===== config.mk =====
export PLATFORM = sky130hd
export DESIGN_NAME = mdio_frame_ctrl
export DESIGN_NICKNAME = d
export VERILOG_FILES = /design/src/rtl/mdio_pkg.sv /design/src/rtl/mdio_clk_gen.sv /design/src/rtl/mdio_regs.sv /design/src/rtl/mdio_frame_fsm.sv /design/src/rtl/mdio_frame_ctrl.sv
export SDC_FILE = /design/constraint.sdc
export NUM_CORES = 1
export LEC_CHECK = 0
export BUFFER_PORTS_ARGS = -buffer_cell sky130_fd_sc_hd__buf_2
export CORE_MARGIN = 2
export CORE_UTILIZATION = 42
export DETAILED_ROUTE_END_ITERATION = 8
export PLACE_DENSITY_LB_ADDON = 0.12
export SETUP_SLACK_MARGIN = 0.05
export SKIP_LAST_GASP = 1
export SYNTH_ARGS = -nofsm -noshare
export SYNTH_HDL_FRONTEND = slang
export SYNTH_HIERARCHICAL = 1
export SYNTH_SLANG_ARGS = --single-unit

===== constraint.sdc =====
create_clock -name clk -period 4.1 [get_ports clk]
set_input_delay 0.615 -clock clk [delete_from_list [all_inputs] [get_ports clk]]
set_output_delay 0.615 -clock clk [all_outputs]
set_load 0.02 [all_outputs]

===== src/rtl/mdio_pkg.sv =====
`timescale 1ns/1ps
package mdio_pkg;
    typedef enum logic [2:0] {
        ST_IDLE,
        ST_PREAMBLE,
        ST_HEADER,
        ST_TURN,
        ST_DATA,
        ST_DONE
    } mdio_state_e;

    localparam logic [1:0] ADDR_CMD  = 2'd0;
    localparam logic [1:0] ADDR_STAT = 2'd1;
    localparam logic [1:0] ADDR_DIV  = 2'd2;

    localparam int DONE_BIT  = 12;
    localparam int CMD_W     = 32;
    localparam int DATA_W    = 16;
    localparam int HDR_BITS  = 14;
    localparam int TURN_BITS = 2;

    localparam logic [1:0] OP_READ = 2'b10;
endpackage


===== src/rtl/mdio_clk_gen.sv =====
`timescale 1ns/1ps
module mdio_clk_gen #(
    parameter int DIV_W = 8
) (
    input  logic             clk,
    input  logic             rst_n,
    input  logic             en,
    input  logic [DIV_W-1:0] div,
    output logic             mdc,
    output logic             rise_tick,
    output logic             fall_tick
);
    logic [DIV_W-1:0] cnt_q;
    logic [DIV_W-1:0] last_cnt;
    logic             tick;

    assign last_cnt  = (div == '0) ? '0 : div - DIV_W'(1);
    assign tick      = en && (cnt_q == last_cnt);
    assign rise_tick = tick && !mdc;
    assign fall_tick = tick && mdc;

    always_ff @(posedge clk or negedge rst_n) begin
        if (!rst_n) begin
            cnt_q <= '0;
            mdc   <= 1'b0;
        end else if (!en) begin
            cnt_q <= '0;
            mdc   <= 1'b0;
        end else if (tick) begin
            cnt_q <= '0;
            mdc   <= ~mdc;
        end else begin
            cnt_q <= cnt_q + DIV_W'(1);
        end
    end

    AST_MDC_LOW_IDLE: assert property (@(posedge clk) disable iff (!rst_n)
        !en |=> !mdc);
    AST_MDC_HOLD: assert property (@(posedge clk) disable iff (!rst_n)
        (en && !rise_tick && !fall_tick) |=> $stable(mdc));
endmodule


===== src/rtl/mdio_regs.sv =====
`timescale 1ns/1ps
module mdio_regs
    import mdio_pkg::*;
#(
    parameter int DIV_W     = 8,
    parameter int DIV_RESET = 4
) (
    input  logic              clk,
    input  logic              rst_n,
    input  logic              reg_wr,
    input  logic [1:0]        reg_addr,
    input  logic [CMD_W-1:0]  reg_wdata,
    output logic [CMD_W-1:0]  reg_rdata,
    input  logic              busy,
    input  logic              done_pulse,
    input  logic [DATA_W-1:0] rx_data,
    output logic              start,
    output logic [DIV_W-1:0]  div
);
    logic [CMD_W-1:0] cmd_q;
    logic             done_q;
    logic [DIV_W-1:0] div_q;
    logic             wr_cmd;
    logic             wr_stat;
    logic             wr_div;

    assign wr_cmd  = reg_wr && (reg_addr == ADDR_CMD);
    assign wr_stat = reg_wr && (reg_addr == ADDR_STAT);
    assign wr_div  = reg_wr && (reg_addr == ADDR_DIV);
    assign start   = wr_cmd && !busy;
    assign div     = div_q;

    always_ff @(posedge clk or negedge rst_n) begin
        if (!rst_n) begin
            cmd_q <= '0;
        end else if (start) begin
            cmd_q <= reg_wdata;
        end else if (done_pulse && (cmd_q[29:28] == OP_READ)) begin
            cmd_q[DATA_W-1:0] <= rx_data;
        end
    end

    always_ff @(posedge clk or negedge rst_n) begin
        if (!rst_n) begin
            done_q <= 1'b0;
        end else if (done_pulse) begin
            done_q <= 1'b1;
        end else if (wr_stat && reg_wdata[DONE_BIT]) begin
            done_q <= 1'b0;
        end
    end

    always_ff @(posedge clk or negedge rst_n) begin
        if (!rst_n) begin
            div_q <= DIV_W'(DIV_RESET);
        end else if (wr_div && !busy) begin
            div_q <= reg_wdata[DIV_W-1:0];
        end
    end

    always_comb begin
        reg_rdata = '0;
        unique case (reg_addr)
            ADDR_CMD:  reg_rdata = cmd_q;
            ADDR_STAT: reg_rdata[DONE_BIT] = done_q;
            ADDR_DIV:  reg_rdata[DIV_W-1:0] = div_q;
            default:   reg_rdata = '0;
        endcase
    end

    AST_DONE_SETS: assert property (@(posedge clk) disable iff (!rst_n)
        done_pulse |=> done_q);
    AST_DONE_CLEARS: assert property (@(posedge clk) disable iff (!rst_n)
        (wr_stat && reg_wdata[DONE_BIT] && !done_pulse) |=> !done_q);
    AST_CMD_HELD_BUSY: assert property (@(posedge clk) disable iff (!rst_n)
        (wr_cmd && busy && !done_pulse) |=> $stable(cmd_q));
    AST_DIV_HELD_BUSY: assert property (@(posedge clk) disable iff (!rst_n)
        busy |=> $stable(div_q));
endmodule


===== src/rtl/mdio_frame_fsm.sv =====
`timescale 1ns/1ps
module mdio_frame_fsm
    import mdio_pkg::*;
#(
    parameter int PRE_LEN = 32
) (
    input  logic              clk,
    input  logic              rst_n,
    input  logic              start,
    input  logic [CMD_W-1:0]  cmd_in,
    input  logic              rise_tick,
    input  logic              fall_tick,
    input  logic              mdio_i,
    output logic              busy,
    output logic              clk_en,
    output logic              done_pulse,
    output logic [DATA_W-1:0] rx_data,
    output logic              mdio_o,
    output logic              mdio_oe
);
    localparam int MAX_CNT = (PRE_LEN > DATA_W) ? PRE_LEN : DATA_W;
    localparam int CNT_W   = $clog2(MAX_CNT) + 1;
    localparam logic [CNT_W-1:0] PRE_LAST  = CNT_W'(PRE_LEN - 1);
    localparam logic [CNT_W-1:0] HDR_LAST  = CNT_W'(HDR_BITS - 1);
    localparam logic [CNT_W-1:0] TURN_LAST = CNT_W'(TURN_BITS - 1);
    localparam logic [CNT_W-1:0] DATA_LAST = CNT_W'(DATA_W - 1);

    mdio_state_e       state_q, state_d;
    logic [CMD_W-1:0]  tx_q;
    logic [DATA_W-1:0] rx_q;
    logic [CNT_W-1:0]  cnt_q;
    logic              rd_q;
    logic              last_bit;

    assign last_bit = fall_tick && (cnt_q == '0);

    // state register
    always_ff @(posedge clk or negedge rst_n) begin
        if (!rst_n) begin
            state_q <= ST_IDLE;
        end else begin
            state_q <= state_d;
        end
    end

    // transitions
    always_comb begin
        state_d = state_q;
        unique case (state_q)
            ST_IDLE:     if (start)    state_d = ST_PREAMBLE;
            ST_PREAMBLE: if (last_bit) state_d = ST_HEADER;
            ST_HEADER:   if (last_bit) state_d = ST_TURN;
            ST_TURN:     if (last_bit) state_d = ST_DATA;
            ST_DATA:     if (last_bit) state_d = ST_DONE;
            ST_DONE:                   state_d = ST_IDLE;
            default:                   state_d = ST_IDLE;
        endcase
    end

    // bit counter, shifter and capture
    always_ff @(posedge clk or negedge rst_n) begin
        if (!rst_n) begin
            tx_q  <= '0;
            rx_q  <= '0;
            cnt_q <= '0;
            rd_q  <= 1'b0;
        end else if (state_q == ST_IDLE) begin
            if (start) begin
                tx_q  <= cmd_in;
                rd_q  <= (cmd_in[29:28] == OP_READ);
                cnt_q <= PRE_LAST;
            end
        end else begin
            if (fall_tick) begin
                if (cnt_q == '0) begin
                    unique case (state_q)
                        ST_PREAMBLE: cnt_q <= HDR_LAST;
                        ST_HEADER:   cnt_q <= TURN_LAST;
                        ST_TURN:     cnt_q <= DATA_LAST;
                        default:     cnt_q <= '0;
                    endcase
                end else begin
                    cnt_q <= cnt_q - CNT_W'(1);
                end
                if (state_q inside {ST_HEADER, ST_TURN, ST_DATA}) begin
                    tx_q <= {tx_q[CMD_W-2:0], 1'b0};
                end
            end
            if (rise_tick && (state_q == ST_DATA) && rd_q) begin
                rx_q <= {rx_q[DATA_W-2:0], mdio_i};
            end
        end
    end

    // outputs
    always_comb begin
        mdio_o     = 1'b0;
        mdio_oe    = 1'b0;
        clk_en     = 1'b0;
        done_pulse = 1'b0;
        unique case (state_q)
            ST_IDLE: begin
            end
            ST_PREAMBLE: begin
                mdio_o  = 1'b1;
                mdio_oe = 1'b1;
                clk_en  = 1'b1;
            end
            ST_HEADER: begin
                mdio_o  = tx_q[CMD_W-1];
                mdio_oe = 1'b1;
                clk_en  = 1'b1;
            end
            ST_TURN, ST_DATA: begin
                mdio_o  = rd_q ? 1'b0 : tx_q[CMD_W-1];
                mdio_oe = !rd_q;
                clk_en  = 1'b1;
            end
            ST_DONE: begin
                done_pulse = 1'b1;
            end
            default: begin
            end
        endcase
    end

    assign busy    = (state_q != ST_IDLE);
    assign rx_data = rx_q;

    AST_PRE_ONES: assert property (@(posedge clk) disable iff (!rst_n)
        (state_q == ST_PREAMBLE) |-> (mdio_oe && mdio_o));
    AST_READ_RELEASE: assert property (@(posedge clk) disable iff (!rst_n)
        (state_q == ST_HEADER && last_bit && rd_q) |=> !mdio_oe);
    AST_LINE_ON_FALL: assert property (@(posedge clk) disable iff (!rst_n)
        (state_q != ST_IDLE && !fall_tick) |=> ($stable(mdio_o) && $stable(mdio_oe)));
    AST_IDLE_HOLD: assert property (@(posedge clk) disable iff (!rst_n)
        (state_q == ST_IDLE && !start) |=> (state_q == ST_IDLE));
    AST_START_ONLY_IDLE: assert property (@(posedge clk) disable iff (!rst_n)
        (state_q == ST_IDLE && start) |=> (state_q == ST_PREAMBLE && mdio_oe));
endmodule


===== src/rtl/mdio_frame_ctrl.sv =====
`timescale 1ns/1ps
module mdio_frame_ctrl
    import mdio_pkg::*;
#(
    parameter int DIV_W     = 8,
    parameter int DIV_RESET = 4,
    parameter int PRE_LEN   = 32
) (
    input  logic        clk,
    input  logic        rst_n,
    input  logic        reg_wr,
    input  logic [1:0]  reg_addr,
    input  logic [31:0] reg_wdata,
    output logic [31:0] reg_rdata,
    output logic        mdc,
    input  logic        mdio_i,
    output logic        mdio_o,
    output logic        mdio_oe
);
    logic              busy;
    logic              done_pulse;
    logic              start;
    logic              clk_en;
    logic              rise_tick;
    logic              fall_tick;
    logic [DIV_W-1:0]  div;
    logic [DATA_W-1:0] rx_data;

    mdio_regs #(
        .DIV_W     (DIV_W),
        .DIV_RESET (DIV_RESET)
    ) regs_i (
        .clk        (clk),
        .rst_n      (rst_n),
        .reg_wr     (reg_wr),
        .reg_addr   (reg_addr),
        .reg_wdata  (reg_wdata),
        .reg_rdata  (reg_rdata),
        .busy       (busy),
        .done_pulse (done_pulse),
        .rx_data    (rx_data),
        .start      (start),
        .div        (div)
    );

    mdio_clk_gen #(
        .DIV_W (DIV_W)
    ) clkgen_i (
        .clk       (clk),
        .rst_n     (rst_n),
        .en        (clk_en),
        .div       (div),
        .mdc       (mdc),
        .rise_tick (rise_tick),
        .fall_tick (fall_tick)
    );

    mdio_frame_fsm #(
        .PRE_LEN (PRE_LEN)
    ) fsm_i (
        .clk        (clk),
        .rst_n      (rst_n),
        .start      (start),
        .cmd_in     (reg_wdata),
        .rise_tick  (rise_tick),
        .fall_tick  (fall_tick),
        .mdio_i     (mdio_i),
        .busy       (busy),
        .clk_en     (clk_en),
        .done_pulse (done_pulse),
        .rx_data    (rx_data),
        .mdio_o     (mdio_o),
        .mdio_oe    (mdio_oe)
    );
endmodule


After elaboration in Yosys (flattened, before gate mapping). Cells that the tools add are included.

Bits in registers: 108. Bits in latches: 0. RAM bits: 0. Bits in read-only memories: 0. Bits of input ports: 38. Output and inout port bits: 35. Memories kept: 0.

Add/subtract/negate cells: 3. $mul: 0. Div/mod/pow operators: 0. $lt $le $gt $ge: 0. Equal/unequal tests: 16. Shift-type cells: 0. Muxes and demuxes: 33. Bitwise gates (word level): 2. Reduce and logical (&&, ||, !) cells: 34.

Operators with widths (count): 32-bit 2-to-1 mux (4); 16-bit 2-to-1 mux (2); 6-bit 2-to-1 mux (4); 8-bit 2-to-1 mux (3); 19-bit 2-to-1 mux (1); 8-bit case mux with 2 select lines (1); 3-bit 2-to-1 mux (5); 3-bit case mux with 5 select lines (1); 1-bit logical AND (13); 4-bit case mux with 3 select lines (1); 2-bit by 1-bit inequality test with 1-bit output, second input constant (5); 8-bit by 1-bit adder with 8-bit output, second input constant (1); 8-bit == test (1); 8-bit zero test (1); 2-bit nonzero test (4); 8-bit by 1-bit subtractor with 8-bit output, second input constant (1); 1-bit 2-to-1 mux (7); 2-bit == test, second input constant (3); 3-bit by 2-bit == test with 1-bit output, second input constant (2); 3-bit == test, second input constant (2); 6-bit zero test (1); 2-bit AND reduction (3); 3-bit nonzero test (2); 6-bit by 1-bit subtractor with 6-bit output, second input constant (1); 14 further kinds (19).

Depth between registers and ports, before layout. Gate-level depths: netlist of run 1.

Depth after elaboration: 8. Gate-level depth with buffers: 15.

Cells and area by module. Netlist of run 1, hierarchy kept.

By module, submodules not included: mdio_frame_fsm (instances 1, cells an instance 287, area an instance 3035.4 um2, sequential area each 1451.4 um2); mdio_regs (instances 1, cells an instance 192, area an instance 2042.0 um2, sequential area each 1027.2 um2); mdio_clk_gen (instances 1, cells an instance 103, area an instance 878.3 um2, sequential area each 225.2 um2).

Worst setup path after synthesis of run 1. Ideal clock, no wire load.

Kind: register -> register. From: register regs_i.div_q[0] (netlist: regs_i/div[0]). To: register fsm_i.tx_q[10]. Setup time: 0.125 ns. Arrival time: 3.500 ns. Required time: 3.975 ns. Path slack: 0.475 ns. Stages on the path, launching flop included: 16. Path buffers: 4. Period minus slack after synthesis: 3.625 ns. Cells stage by stage: dfrtp_1 buf_4 inv_1 ha_1 or3b_1 buf_6 mux2_4 nand2_1 nand4_2 or4_4 nor3_1 buf_2 inv_1 o22a_2 buf_6 mux2_4.

Word-level cells in the longest chain between the ends: 7.

Ends and longest elaborated chain: from (decl) (RTL line mdio_regs.sv:22) `logic [DIV_W-1:0] div_q;`; from (signal assigned) (RTL line mdio_regs.sv:55) `div_q <= DIV_W'(DIV_RESET);`; from (signal assigned) (RTL line mdio_regs.sv:57) `div_q <= reg_wdata[DIV_W-1:0];`; 8-bit by 1-bit subtractor with 8-bit output / 8-bit zero test (equally long branches) (RTL line mdio_clk_gen.sv:17) `assign last_cnt = (div == '0) ? '0 : div - DIV_W'(1);`; 8-bit 2-to-1 mux * (RTL line mdio_clk_gen.sv:17); 8-bit == test * (RTL line mdio_clk_gen.sv:18) `assign tick = en && (cnt_q == last_cnt);`; 1-bit logical AND * (RTL line mdio_clk_gen.sv:18); 1-bit logical AND * (RTL line mdio_clk_gen.sv:20) `assign fall_tick = tick && mdc;`; via fall_tick (RTL line mdio_frame_ctrl.sv:25) `logic fall_tick;`; 2-bit nonzero test (no line) *; 3-bit AND reduction (no line) *; to (signal assigned) (RTL line mdio_frame_fsm.sv:69) `tx_q <= cmd_in;`; to (signal assigned) (RTL line mdio_frame_fsm.sv:86) `tx_q <= {tx_q[CMD_W-2:0], 1'b0};`; to (decl) (RTL line mdio_frame_fsm.sv:29) `logic [CMD_W-1:0] tx_q;`.

The timed path passes the listed nets; every way through them passes the cells marked *. A chain may end at the register's enable or synchronous reset.

Worst setup path after layout of run 1.
From: register regs_i.div_q[1] (netlist: regs_i/div[1]). To: register fsm_i.tx_q[18].

The elaborated chain is that of the path after synthesis.

==> results.txt, run 1 <==
The run gives 0.488 as the proportion of power drawn by flip-flops and latches. Portion of synthesized cell area occupied by the leading cell type: 0.450. At the pin with the least slew margin, the transition time is 0.965 ns.

The run gives 268 MHz as the top achievable clock speed. The switching part of the total power is 0.287, and the part of the power in combinational logic is 0.154. Detailed routing placed a total of 6180 um of wire on met2. During placement, the flow inserted port buffers numbering 72. The clock drives 108 sinks. The clock-pin transition on the worst setup and hold timing paths is 0.08 ns, and the cts-stage hold buffer count is 0. sky130_fd_sc_hd__dfrtp_1 takes more of the synthesized area than any other cell. The share of final-layout standard cells stronger than drive strength 1 was 0.300; the static leakage power was 3.34 nW. After detailed routing, the average wire length per cell comes to 16.5 um. The die covers 15100 um^2.

The tools report the number of hold-slack violations in the final timing report as 0. The half-perimeter wire length after placement came out at 9140 um. The nature of the critical path endpoint is a flop.

In the final layout, the multi-input gates occupy 2990 um^2. The number of CTS-inserted buffers is 9. Data arrives at the worst endpoint at 3.97 ns. The smallest clock period supported by the final layout is computed as 3.73 ns. Measured in cells, the most critical reg-to-reg path has a length of 12. Summing all flip-flop and latch instances after layout gives 2700 um^2.

The tools report the fraction of the yosys area taken by sequential cells as 0.454. The clock arrives with 0.0104 ns of skew. In the routed design, unresolved DRC markers number 0. In this run the critical register-to-register path is captured at fsm_i/tx_q[18].

The logs give 0 for the total overflow reported by the global router and 0.429 for the initial core utilization. The run gives 4465 as the via count of the first global-routing pass. After synthesis, the cell types taking the most area are sky130_fd_sc_hd__dfrtp_1 45%, sky130_fd_sc_hd__mux2_4 12%, sky130_fd_sc_hd__nand2_1 8.8%. The required time of the critical path was 4.34 ns; the number of enable flip-flop cells after synthesis was 0.

The area growth from synthesis to layout was 13.1%; the boundary pin count was 73. The portion of the clock cycle consumed by the worst path in the final layout came out at 0.910. In this run the remaining antenna-violating nets after routing total 0. The number of antenna repair diodes came out at 0. The core region is 13900 um^2.

The worst hold path belongs to the class in -> async. Setup repair after global routing left no endpoint under its margin. Before antenna repair, the detailed router went through 4 iterations. The logs give 22800 um for the wire length of the first global-routing pass and 0.358 for the fraction of power consumed by the clock network. The number of warning messages in the yosys log was 6. The number of placement rows is 43, and the first-iteration detailed-routing DRC count is 246. The floorplan die height was 123 um. The flow ran to the end, and the final reports show no timing, DRC or antenna violations.

The tools report the total of max-cap violations as 0. Initial antenna violation count: 1. In the synthesized netlist the dominant register cell turns out to be sky130_fd_sc_hd__dfrtp_1. The count of distinct cell types in the synthesized netlist was 70; the final count of pins violating max slew was 0. The async set-reset flop share out of synthesis works out to 1.00. The tools report the number of nets in the synthesized netlist as 624. For the worst-skew pair, the clock arrives at the later sink with an insertion delay of 0.35 ns. The max-slew headroom at the worst pin was 0.357. The synthesized design contains 108 register bits.

The synthesized netlist occupies a cell area of 5960 um^2. Across all hold checks on the routed design, the worst slack comes to 0.397 ns. The post-placement worst setup slack is 0.299 ns, and the average cell area after synthesis is 10.2 um^2. The via total after detailed routing is 4355, and the setup TNS is 0 ns. The tools report the synthesized instance count as 582. Entering global routing, the biggest net connects 75 pins.

Setup violations remaining at the end of the flow were counted as 0. The global-route usage over all layers came out at 0.194. The worst register-to-register path begins at regs_i/div[1].

The tools report the met1 wire length as 6670 um. The run gives 0.000185 V as the largest vdd supply drop. The H-tree was split into 3 levels. The wire length on met3 is 627 um. The critical setup path kind was reg -> reg. The tools report the internal power as 1.81 mW. The run gives 13600 um as the total detailed-routing wirelength.

The final standard cell utilization of the core was 0.485. TritonCTS built the clock tree. STA classifies the critical path startpoint as a flop.

The root buffer cell chosen for the clock tree is sky130_fd_sc_hd__clkbuf_16. Routability-driven placement finished with a final weighted congestion of 0.788. Fill cells in the final layout number 1312. The critical-path maximum fanout came out at 32. The die width was 123 um; the detail-routed via count per cell was 5.27. The worst path setup slack after routing was 0.371 ns; the switching power summed over all nets was 0.728 mW. The worst setup slack for register-to-register paths was 0.37 ns; the net count of the finished layout was 683. Top metal layer carrying routed signals: met5. Power spread over the standard cell area amounts to 376 nW/um^2. No sink is reached through more buffers than the 2 on the longest clock path.
[cell families after synthesis]
family,Yosys count,synth area share
AND/OR/NAND/NOR,264,0.216
flip-flops,108,0.454
AO/OA/AOI/OAI,63,0.0758
XOR/XNOR,11,0.0162
adder cells (fa/ha/maj),4,0.00840
multiplexers,84,0.185
buffers and inverters,48,0.0445
[worst max path at each step]
stage,depth (start not counted),start,slack (ns),to
2_1_floorplan,15,regs_i/div[0],0.48,fsm_i/tx_q[10]
6_report,12,regs_i/div[1],0.37,fsm_i/tx_q[18]
4_1_cts,12,regs_i/div[1],0.28,fsm_i/tx_q[27]
5_1_grt,12,regs_i/div[1],0.16,fsm_i/tx_q[30]
3_5_place_dp,12,regs_i/div[1],0.30,fsm_i/tx_q[31]
3_3_place_gp,12,regs_i/div[1],0.42,fsm_i/tx_q[30]
[power groups by stage]
stage	registers (mW)	clock network, mW	logic (mW)
final	1.24	0.907	0.391
after global routing	1.25	0.977	0.445
after CTS	1.23	0.939	0.395
after detailed placement	1.25	0	0.393
after global placement	1.25	0	0.389
after floorplan	1.22	0	0.282
[area by class of cell]
| type | instances | share of cell area |
|---|---|---|
| clock buffers | 10 | 0.0355 |
| well taps | 180 | 0.0334 |
| repair buffers | 83 | 0.0680 |
| flip-flops and latches | 108 | 0.401 |
| clock inverters | 6 | 0.0106 |
| inverters | 13 | 0.00724 |
| multi-input cells | 426 | 0.444 |
[metal layers]
| metal | vias to the layer above | global-route usage |
|---|---|---|
| met1 | 2123 | 0.277 |
| met2 | 94 | 0.302 |
| li1 | 2122 | - |
| met3 | 14 | 0.0351 |
| met4 | 2 | 0.0597 |
| met5 | - | 0 |
[synth_stat cells (all sizes together), types with 5 or more instances]
| master | count |
|---|---|
| xor2 | 5 |
| a31oi | 18 |
| or3 | 5 |
| a21oi | 5 |
| dfrtp | 107 |
| nand3 | 8 |
| mux2i | 12 |
| inv | 13 |
| clkbuf | 13 |
| buf | 22 |
| nor2 | 42 |
| xnor2 | 6 |
| o21ai | 11 |
| nand2 | 140 |
| and2 | 25 |
| mux2 | 72 |
| nor3 | 12 |
[flip-flops by register name, indices dropped and copies added, names as in the netlist]
register	flops
clkgen_i/cnt_q	8
fsm_i/state_q	3
fsm_i/rd_q	1
regs_i/cmd_q	32
fsm_i/tx_q	32
fsm_i/rx_data	16
regs_i/done_q	1
fsm_i/cnt_q	6
clkgen_i/mdc	1
regs_i/div	8
[stage by stage]
step / instances / instance area, um^2 / power [mW]
after floorplan: 582 / 5960 / 1.51
after global placement: 810 / 6420 / 1.64
after detailed placement: 810 / 6420 / 1.65
after CTS: 826 / 6730 / 2.57
after global routing: 826 / 6740 / 2.67
final: 826 / 6740 / 2.53
[worst max-delay path, stage by stage (launching register included)]
cell                       delay (ns)
sky130_fd_sc_hd__dfrtp_1         0.45
sky130_fd_sc_hd__inv_1           0.08
sky130_fd_sc_hd__ha_1            0.30
sky130_fd_sc_hd__or3b_1          0.52
sky130_fd_sc_hd__nor4_4          0.29
sky130_fd_sc_hd__or3_2           0.18
sky130_fd_sc_hd__o211ai_1        0.11
sky130_fd_sc_hd__or4_4           0.54
sky130_fd_sc_hd__nor3_2          0.22
sky130_fd_sc_hd__a22oi_1         0.13
sky130_fd_sc_hd__o22a_2          0.25
sky130_fd_sc_hd__buf_12          0.20
sky130_fd_sc_hd__mux2_4          0.32
[cells in the final DEF, fill, tap and decap left out, types with 3 or more instances in the layout]
cell type and instances:
sky130_fd_sc_hd__or3_1 3, sky130_fd_sc_hd__nand2_1 139, sky130_fd_sc_hd__xor2_1 5, sky130_fd_sc_hd__o311a_1 3, sky130_fd_sc_hd__nor2_1 39, sky130_fd_sc_hd__a21oi_1 5
sky130_fd_sc_hd__a31oi_1 18, sky130_fd_sc_hd__inv_1 12, sky130_fd_sc_hd__o21ai_0 6, sky130_fd_sc_hd__mux2i_1 12, sky130_fd_sc_hd__and2_1 25, sky130_fd_sc_hd__xnor2_1 6
sky130_fd_sc_hd__or2_2 3, sky130_fd_sc_hd__mux2_2 24, sky130_fd_sc_hd__buf_4 11, sky130_fd_sc_hd__nand3_1 8, sky130_fd_sc_hd__o21ai_1 5, sky130_fd_sc_hd__mux2_4 46
sky130_fd_sc_hd__clkbuf_16 9, sky130_fd_sc_hd__o41ai_1 3, sky130_fd_sc_hd__ha_1 4, sky130_fd_sc_hd__and3_1 4, sky130_fd_sc_hd__buf_2 71, sky130_fd_sc_hd__nor3_1 9
sky130_fd_sc_hd__dfrtp_1 107, sky130_fd_sc_hd__or4_1 3
[what timing repair did]
item / in CTS / in global routing
endpoints found under the setup margin: 0 / 2
buffers inserted: 0 / 0
resized for setup: 0 / 1
endpoints found under the hold margin: 0 / 0
Power figures use the tool's default switching activity.
==> run 2, diff against run 1 <==
- CORE_ASPECT_RATIO: not set -> 2
- CTS_BUF_LIST: not set -> sky130_fd_sc_hd__clkbuf_4
==> results.txt, run 2 (synthesis gave the netlist of run 1 again) <==
The flow ran to the end, and the final reports show no timing, DRC or antenna violations. The logs give 0.197 for the global-route usage over all layers and 14400 um for the total detailed-routing wirelength. The run gives 23000 um as the wire length of the first global-routing pass. The congestion estimate from routability-driven global placement came to 0.919.

The tools report the number of instances resized during post-cts repair as 0. The critical-path maximum fanout is 32, and the number of DRC violations after detailed routing is 0. The die is 172 um tall. The number of hold buffers added after CTS was 0. Half-perimeter wire length after placement: 10600 um.

Compared with the post-synthesis result, the final layout area differs by 10.4%. The number of clock sinks was 108; the share of final-layout standard cells stronger than drive strength 1 was 0.300. The tools report the worst path setup slack after routing as 0.327 ns. The tools report the switching power summed over all nets as 0.705 mW. The final period demand of the worst path was 3.77 ns. The tools report the proportion of power drawn by flip-flops and latches as 0.573. The clock latency on the worst-skew pair is 0.47 ns, and the die width is 88.2 um. The top achievable clock speed is 265 MHz.

For the final routed database, the setup TNS stands at 0 ns. The final count of pins violating max slew came out at 0. The run gives 0 as the buffer count from post-CTS setup fixing. The floorplan step defined a die boundary enclosing 15200 um^2.

The detailed router placed 4397 vias in this run. At the placement stage, the worst setup path has a slack of 0.369 ns. The most frequent standard cell in the layout excluding fill and tap cells is sky130_fd_sc_hd__nand2_1. The slew at the pin with the worst max-slew slack was 0.816 ns; the number of buffers between clock root and the deepest sink was 2. The nature of the critical path endpoint was a flop.

The H-tree generated during clock tree synthesis spans 3 levels. The worst hold-check path type was in -> async. TritonCTS built the clock tree. The run gives 0 as the remaining antenna violation count after routing.

The setup path with the least slack is of type reg -> reg. The tools report the number of hold-slack violations in the final timing report as 0. The internal power was 1.45 mW. The number of placement rows is 61.

The count of input and output buffers came out at 72. The top cell types in the final layout, fill and taps aside, are 139 x sky130_fd_sc_hd__nand2_1, 107 x sky130_fd_sc_hd__dfrtp_1, 71 x sky130_fd_sc_hd__buf_2, 46 x sky130_fd_sc_hd__mux2_4, 39 x sky130_fd_sc_hd__nor2_1. After the last flow step, the layout net total stands at 684. For the core area, the log shows 13900 um^2. In this run the power density over the cells is 329 nW/um^2. The root buffer selected by CTS was sky130_fd_sc_hd__clkbuf_4. The run gives 0.473 as the final standard cell utilization of the core. Entering global routing, the biggest net connects 60 pins. STA puts the critical path data arrival time at 4.13 ns. Measured in cells, the most critical reg-to-reg path has a length of 12. The switching part of the total power works out to 0.326. The run gives 0.242 as the fraction of power consumed by the clock network. The max-slew headroom at the worst pin was 0.454; the required time of the critical path was 4.46 ns.

Static leakage power: 3.26 nW. Setup violations remaining at the end of the flow were counted as 0. Pin placement for this block handled 73 I/O pins.

The tool flagged a number of max-cap violations equal to 0. The detail-routed via count per cell works out to 5.25. The run gives 4 as the number of detailed-route iterations in the first pass. STA classifies the critical path startpoint as a flop.

The initial antenna violation count was 1. In the final routed layout, each cell accounts on average for 17.3 um. The number of clock buffers added by TritonCTS is 9. The initial core utilization is 0.429. The logs give 0.185 for the part of the power in combinational logic and 4446 for the via count of the first global-routing pass. The portion of the clock cycle consumed by the worst path in the final layout is 0.920. Setup repair after global routing left no endpoint under its margin. On the final layout, the worst clock skew is 0.0250 ns.

For this block, the initial DRC count from the detailed router was 211. The total overflow reported by the global router is 0, and the clock-pin transition on the worst setup and hold timing paths is 0.17 ns. Across the VDD grid, the largest voltage drop is 0.000216 V.
run 2: cell count changes in the layout (fill, tap and decap cells not counted), sizes merged:
cell,delta
buf,+1
bufinv,-1
clkinv,-3
clkinvlp,+1
diode,+1
inv,+3
run 2: stage by stage:
step	instances	power, mW	hold slack [ns]	cell area, um^2
2_1_floorplan	582	1.51	0.319	5960
3_3_place_gp	820	1.65	0.463	6440
3_5_place_dp	820	1.66	0.486	6440
4_1_cts	836	2.20	0.151	6570
5_1_grt	837	2.30	0.145	6570
6_report	837	2.16	0.155	6570
run 2: worst max-delay path, cell delays in order (launching register included):
cell and delay (ns):
sky130_fd_sc_hd__dfrtp_1 0.48, sky130_fd_sc_hd__inv_1 0.08, sky130_fd_sc_hd__ha_1 0.15, sky130_fd_sc_hd__or3b_1 0.48
sky130_fd_sc_hd__o311a_1 0.33, sky130_fd_sc_hd__nand2_1 0.10, sky130_fd_sc_hd__nand4_2 0.12, sky130_fd_sc_hd__or4_4 0.59
sky130_fd_sc_hd__nor3_1 0.29, sky130_fd_sc_hd__a22oi_1 0.15, sky130_fd_sc_hd__o22a_2 0.22, sky130_fd_sc_hd__buf_4 0.29
sky130_fd_sc_hd__mux2_4 0.36
run 2: power groups by stage:
stage | Clock [mW] | Combinational (mW) | Sequential [mW]
after floorplan | 0 | 0.282 | 1.22
after global placement | 0 | 0.392 | 1.26
after detailed placement | 0 | 0.405 | 1.26
after CTS | 0.554 | 0.406 | 1.24
after global routing | 0.601 | 0.447 | 1.25
final | 0.523 | 0.399 | 1.24
run 2: metal layers:
metal	up-vias	track usage	part of all wire
met1	2184	0.240	0.41
met5	-	0	0
met2	78	0.346	0.54
li1	2119	-	-
met4	0	0.0725	0.015
met3	16	0.0272	0.028
run 2: layout make-up:
type | instances | area (um^2)
Timing Repair Buffer | 84 | 465
Tap cell | 189 | 236
Inverter | 13 | 48.8
Multi-Input combinational cell | 426 | 2990
Antenna cell | 1 | 2.50
Clock buffer | 10 | 75.1
Fill cell | 1389 | 7320
Clock inverter | 6 | 55.1
Sequential cell | 108 | 2700
run 2: worst paths after layout:
check | from | to | slack, ns
min in group clk | reg_wdata[19] | regs_i/cmd_q[19] | 0.37
worst max-delay path | regs_i/div[1] | fsm_i/tx_q[10] | 0.33
max in group asynchronous | rst_n | fsm_i/tx_q[29] | 3.15
worst max register to register | regs_i/div[1] | fsm_i/tx_q[10] | 0.33
worst min-delay path | rst_n | fsm_i/tx_q[7] | 0.16
worst min register to register | fsm_i/tx_q[30] | fsm_i/tx_q[30] | 0.52
